`config.mk`:
```
export PLATFORM = sky130hd
export DESIGN_NAME = piso_chain
export DESIGN_NICKNAME = d
export VERILOG_FILES = /design/src/rtl/piso_pkg.sv /design/src/rtl/piso_ctrl.sv /design/src/rtl/piso_datapath.sv /design/src/rtl/piso_chain.sv
export SDC_FILE = /design/constraint.sdc
export NUM_CORES = 1
export LEC_CHECK = 0
export ABC_AREA = 1
export BUFFER_PORTS_ARGS = -buffer_cell sky130_fd_sc_hd__clkbuf_2
export CAP_MARGIN = 0
export CORE_MARGIN = 1
export CORE_UTILIZATION = 40
export CTS_BUF_LIST = sky130_fd_sc_hd__clkbuf_16
export DETAILED_ROUTE_END_ITERATION = 7
export GPL_TIMING_DRIVEN = 1
export PLACE_DENSITY = 0.58
export SETUP_SLACK_MARGIN = 0.4
export SLEW_MARGIN = 20
export SYNTH_ARGS = -nofsm -noshare
export SYNTH_HDL_FRONTEND = slang
export SYNTH_SLANG_ARGS = --single-unit
```
`constraint.sdc`:
```
create_clock -name clk -period 0.8 [get_ports clk]
set_clock_uncertainty 0.05 [all_clocks]
set_input_delay 0.24 -clock clk [delete_from_list [all_inputs] [get_ports clk]]
set_output_delay 0.24 -clock clk [all_outputs]
set_load 0.01 [all_outputs]
```
`src/rtl/piso_pkg.sv`:
```
package piso_pkg;
  typedef struct packed {
    logic load;
    logic shift;
  } pisoStrobe_t;
endpackage

```
`src/rtl/piso_ctrl.sv`:
```
module piso_ctrl
  import piso_pkg::*;
(
  input  logic        clk,
  input  logic        rstN,
  input  logic        clkEnN,
  input  logic        loadN,
  output logic        rstSyncN,
  output pisoStrobe_t strobe
);
  logic syncStage;

  // async assertion, release after two clock edges
  always_ff @(posedge clk or negedge rstN) begin
    if (!rstN) begin
      syncStage <= 1'b0;
      rstSyncN  <= 1'b0;
    end else begin
      syncStage <= 1'b1;
      rstSyncN  <= syncStage;
    end
  end

  always_comb begin
    strobe.load  = !clkEnN && !loadN;
    strobe.shift = !clkEnN &&  loadN;
  end
endmodule

```
`src/rtl/piso_datapath.sv`:
```
module piso_datapath
  import piso_pkg::*;
#(
  parameter int WIDTH  = 8,
  parameter int STAGES = 2,
  localparam int TOTAL = WIDTH * STAGES
) (
  input  logic             clk,
  input  logic             rstSyncN,
  input  pisoStrobe_t      strobe,
  input  logic [TOTAL-1:0] parIn,
  input  logic             serIn,
  output logic [TOTAL-1:0] chainBits
);
  logic [WIDTH-1:0] stageQ   [STAGES];
  logic             stageSin [STAGES];

  for (genvar k = 0; k < STAGES; k++) begin : g_stage
    if (k == 0) begin : g_head
      assign stageSin[k] = serIn;
    end else begin : g_link
      assign stageSin[k] = stageQ[k-1][WIDTH-1];
    end

    always_ff @(posedge clk or negedge rstSyncN) begin
      if (!rstSyncN) begin
        stageQ[k] <= '0;
      end else if (strobe.load) begin
        stageQ[k] <= parIn[k*WIDTH +: WIDTH];
      end else if (strobe.shift) begin
        stageQ[k] <= {stageQ[k][WIDTH-2:0], stageSin[k]};
      end
    end

    assign chainBits[k*WIDTH +: WIDTH] = stageQ[k];
  end
endmodule

```
`src/rtl/piso_chain.sv`:
```
module piso_chain
  import piso_pkg::*;
#(
  parameter int WIDTH  = 8,
  parameter int STAGES = 2,
  localparam int TOTAL = WIDTH * STAGES
) (
  input  logic             clk,
  input  logic             rstN,
  input  logic             clkEnN,
  input  logic             loadN,
  input  logic [TOTAL-1:0] parIn,
  input  logic             serIn,
  output logic             serOut
);
  pisoStrobe_t      strobe;
  logic             rstSyncN;
  logic [TOTAL-1:0] chainBits;

  piso_ctrl u_ctrl (
    .clk      (clk),
    .rstN     (rstN),
    .clkEnN   (clkEnN),
    .loadN    (loadN),
    .rstSyncN (rstSyncN),
    .strobe   (strobe)
  );

  piso_datapath #(.WIDTH(WIDTH), .STAGES(STAGES)) u_datapath (
    .clk       (clk),
    .rstSyncN  (rstSyncN),
    .strobe    (strobe),
    .parIn     (parIn),
    .serIn     (serIn),
    .chainBits (chainBits)
  );

  assign serOut = chainBits[TOTAL-1];
endmodule

```
==> reports/metrics.yaml <==
synth:
  synth_enable_flop_cells: 0
  synth_sequential_area_ratio_pct: 46.81
  ys_types: 10
  yosys.area.top_type_share_pct: 46.81
  async_reset_ff_share_pct: 100.0
  synth_area_leaders: "dfrtp_1 (47%), nand2_1 (25%), inv_1 (12%)"
  netlist_instances: 139
  syn_avg_cell_area_um2: 6.922
  yosys_warnings: 0
  yosysTopAreaCell: "dfrtp_1"
  synth.most_common_cell: "nand2_1"
  ys_seq_elements: 18
  synth_ff_type: "dfrtp_1"
  synth_fp_nets: 160
  synth.top_cells.by_count: "nand2_1 (64), inv_1 (32), dfrtp_1 (18)"
  synth_area_um2: 962.2
layout:
  fin_util_pct: 58.88
  area_growth_pct: 36.67
  n_fill_cell: 226
  antenna_cells: 0
  layout.nets: 188
  drive_gt1_share_pct: 24.10
  fin_cells: 194
critical_path:
  timing.rr.start: "u_datapath.chainBits[3]"
  worstSetupPathType: "flop to output port"
  path_max_fanout: 2
  critical_path.top_delay_family: "flip-flops"
  r2r-end: "u_datapath.chainBits[4]"
  crit_path_start_kind: "flop"
  path_buf_inv: 1
  cp.depth: 1
  end_kind: "output port"
  cp-startpoint: "u_datapath.chainBits[15]"
  arrival_ns: 0.75
  reg2reg_depth: 4
  cp_slowest_cell: "dfrtp_1"
  cp_cell_sequence: "clkbuf_2"
  cp_data_required_time_ns: 0.51
  r2r_slack_ns: 0.04
  crit_end: "serOut"
  slowest_delay_ns: 0.38
sta:
  tns_ns: -0.2448
  maxSlewViolCount: 0
  finalCritPeriodShare_pct: 130.6
  grt_setup_unrepaired: "true"
  holdWs_ns: -0.2910
  setup-violations-final: 1
  fmax_mhz: 957.1
  setup_ws_ns: -0.2448
  hold_viol: 2
  finalCriticalPeriod_ns: 1.045
outcome:
  outcome: "finished with violations"
  failed_checks: "negative hold slack, negative setup slack"
clock_network:
  cts.clk_slew.worst_paths_ns: 0.05
  cts_num_sinks: 18
  cts_tree: "built"
  cts_made_buffers: 3
  htree_levels: 1
  cts-root-buf: "clkbuf_16"
  clockBufferDepth: 2
  clk_latency_ns: 0.25
grt:
  grt_overflow_total: 0
  grt_pass1_vias: 790
  grt_pass1_wl_mm: 3.519
  track_usage_pct: 18.95
  grt_max_degree: 17
  antenna_found_initial: 0
floorplan:
  dieArea_um2: 2606
  die_h_um: 51.05
  core_area_um2: 2233
  die_w_um: 51.05
  start_util_pct: 43.08
  io_pins: 22
  rows: 17
placed_design:
  place_inst: 185
  place_hpwl_mm: 1.205
  port_buffers: 21
  place.gp.congestion: 0.7445
pwr:
  irDropWorstVdd_v: 0.001136
  powerDensity_nw_per_um2: 1930
  power.leakage_nw: 0.8130
  power.total_mw: 2.538
detailed_routing:
  vias: 862
  drc: 0
  drtIter0Drc: 5
  via_per_inst: 4.443
  ant_nets: 0
  wl_mm: 2.052
  dr.pass1.iters: 4
  wl_per_cell_um: 10.58
hold_path:
  hold_path_class: "primary input to asynchronous set/reset pin"
job:
  maxCapViolCount: 0
where the power goes:
part	internal, mW	total, mW	switching [mW]
logic	0.212	0.435	0.223
registers	1.02	1.07	0.0549
clock network	0.666	1.03	0.366
state kept, by name (all words and copies together) (netlist names):
name,cells
u_ctrl.rstSyncN,1
u_ctrl.syncStage,1
u_datapath.chainBits,16
layout make-up:
type | count | area (µm²) | area share [%]
Clock buffer | 3 | 75.07 | 5.709
Clock inverter | 1 | 3.754 | 0.2854
Inverter | 34 | 142.6 | 10.85
Multi-Input combinational cell | 81 | 344.1 | 26.17
Sequential cell | 18 | 454.2 | 34.54
Tap cell | 28 | 35.03 | 2.664
Timing Repair Buffer | 28 | 244.0 | 18.55
Timing Repair inverter | 1 | 16.27 | 1.237
stage by stage:
stage | area (µm²) | worst slack, ns
6_report | 1315 | -0.2448
3_5_place_dp | 1089 | -0.1470
4_1_cts | 1290 | -0.2506
3_3_place_gp | 1089 | -0.1274
5_1_grt | 1315 | -0.2732
2_1_floorplan | 987.2 | -0.02403
cells in the final DEF (no fill, tap or decap):
master     instances
clkbuf_16          3
buf_8              2
nand3_1           13
dfrtp_4            1
inv_1             32
nand2_2            2
inv_12             1
dfrtp_1           17
clkinv_8           1
buf_12             1
clkbuf_2          20
clkbuf_8           1
buf_4              2
conb_1             1
nand2_1           62
bufbuf_16          2
inv_4              1
nand3_2            3
clkinv_1           1
metal layers:
| metal | track usage [%] | up-vias | share of wire (%) |
|---|---|---|---|
| li1 | - | 448 | - |
| met1 | 24.02 | 394 | 47 |
| met2 | 29.82 | 16 | 47 |
| met3 | 3.571 | 4 | 3.0 |
| met4 | 11.11 | 0 | 2.3 |
| met5 | 0 | - | 0 |
worst min-delay path by stage:
stage / from / endpoint / slack [ns]
2_1_floorplan: rstN / u_ctrl.rstSyncN / -0.11
3_3_place_gp: rstN / u_ctrl.syncStage / -0.02
3_5_place_dp: rstN / u_ctrl.syncStage / -0.02
4_1_cts: rstN / u_ctrl.rstSyncN / -0.29
5_1_grt: rstN / u_ctrl.rstSyncN / -0.29
6_report: rstN / u_ctrl.rstSyncN / -0.29
kinds of logic (layout without fill, tap and decap cells):
| kind of cell | after synthesis | count (layout) | synth area share [%] |
|---|---|---|---|
| and+or+nand+nor | 80 | 80 | 33.29 |
| buffers and inverters | 40 | 67 | 19.51 |
| DFF | 18 | 18 | 46.81 |
| other | 1 | 1 | 0.3897 |
timing repair:
item                                    in CTS  in global routing
cloned                                       3                  0
endpoints found under the setup margin      34                 34
hold endpoints to repair                     2                  2
setup buffers                                2                  0
pin swaps                                   23                 10
gates resized for setup                      8                  6
No activity file was read; power rests on OpenSTA's default activity.
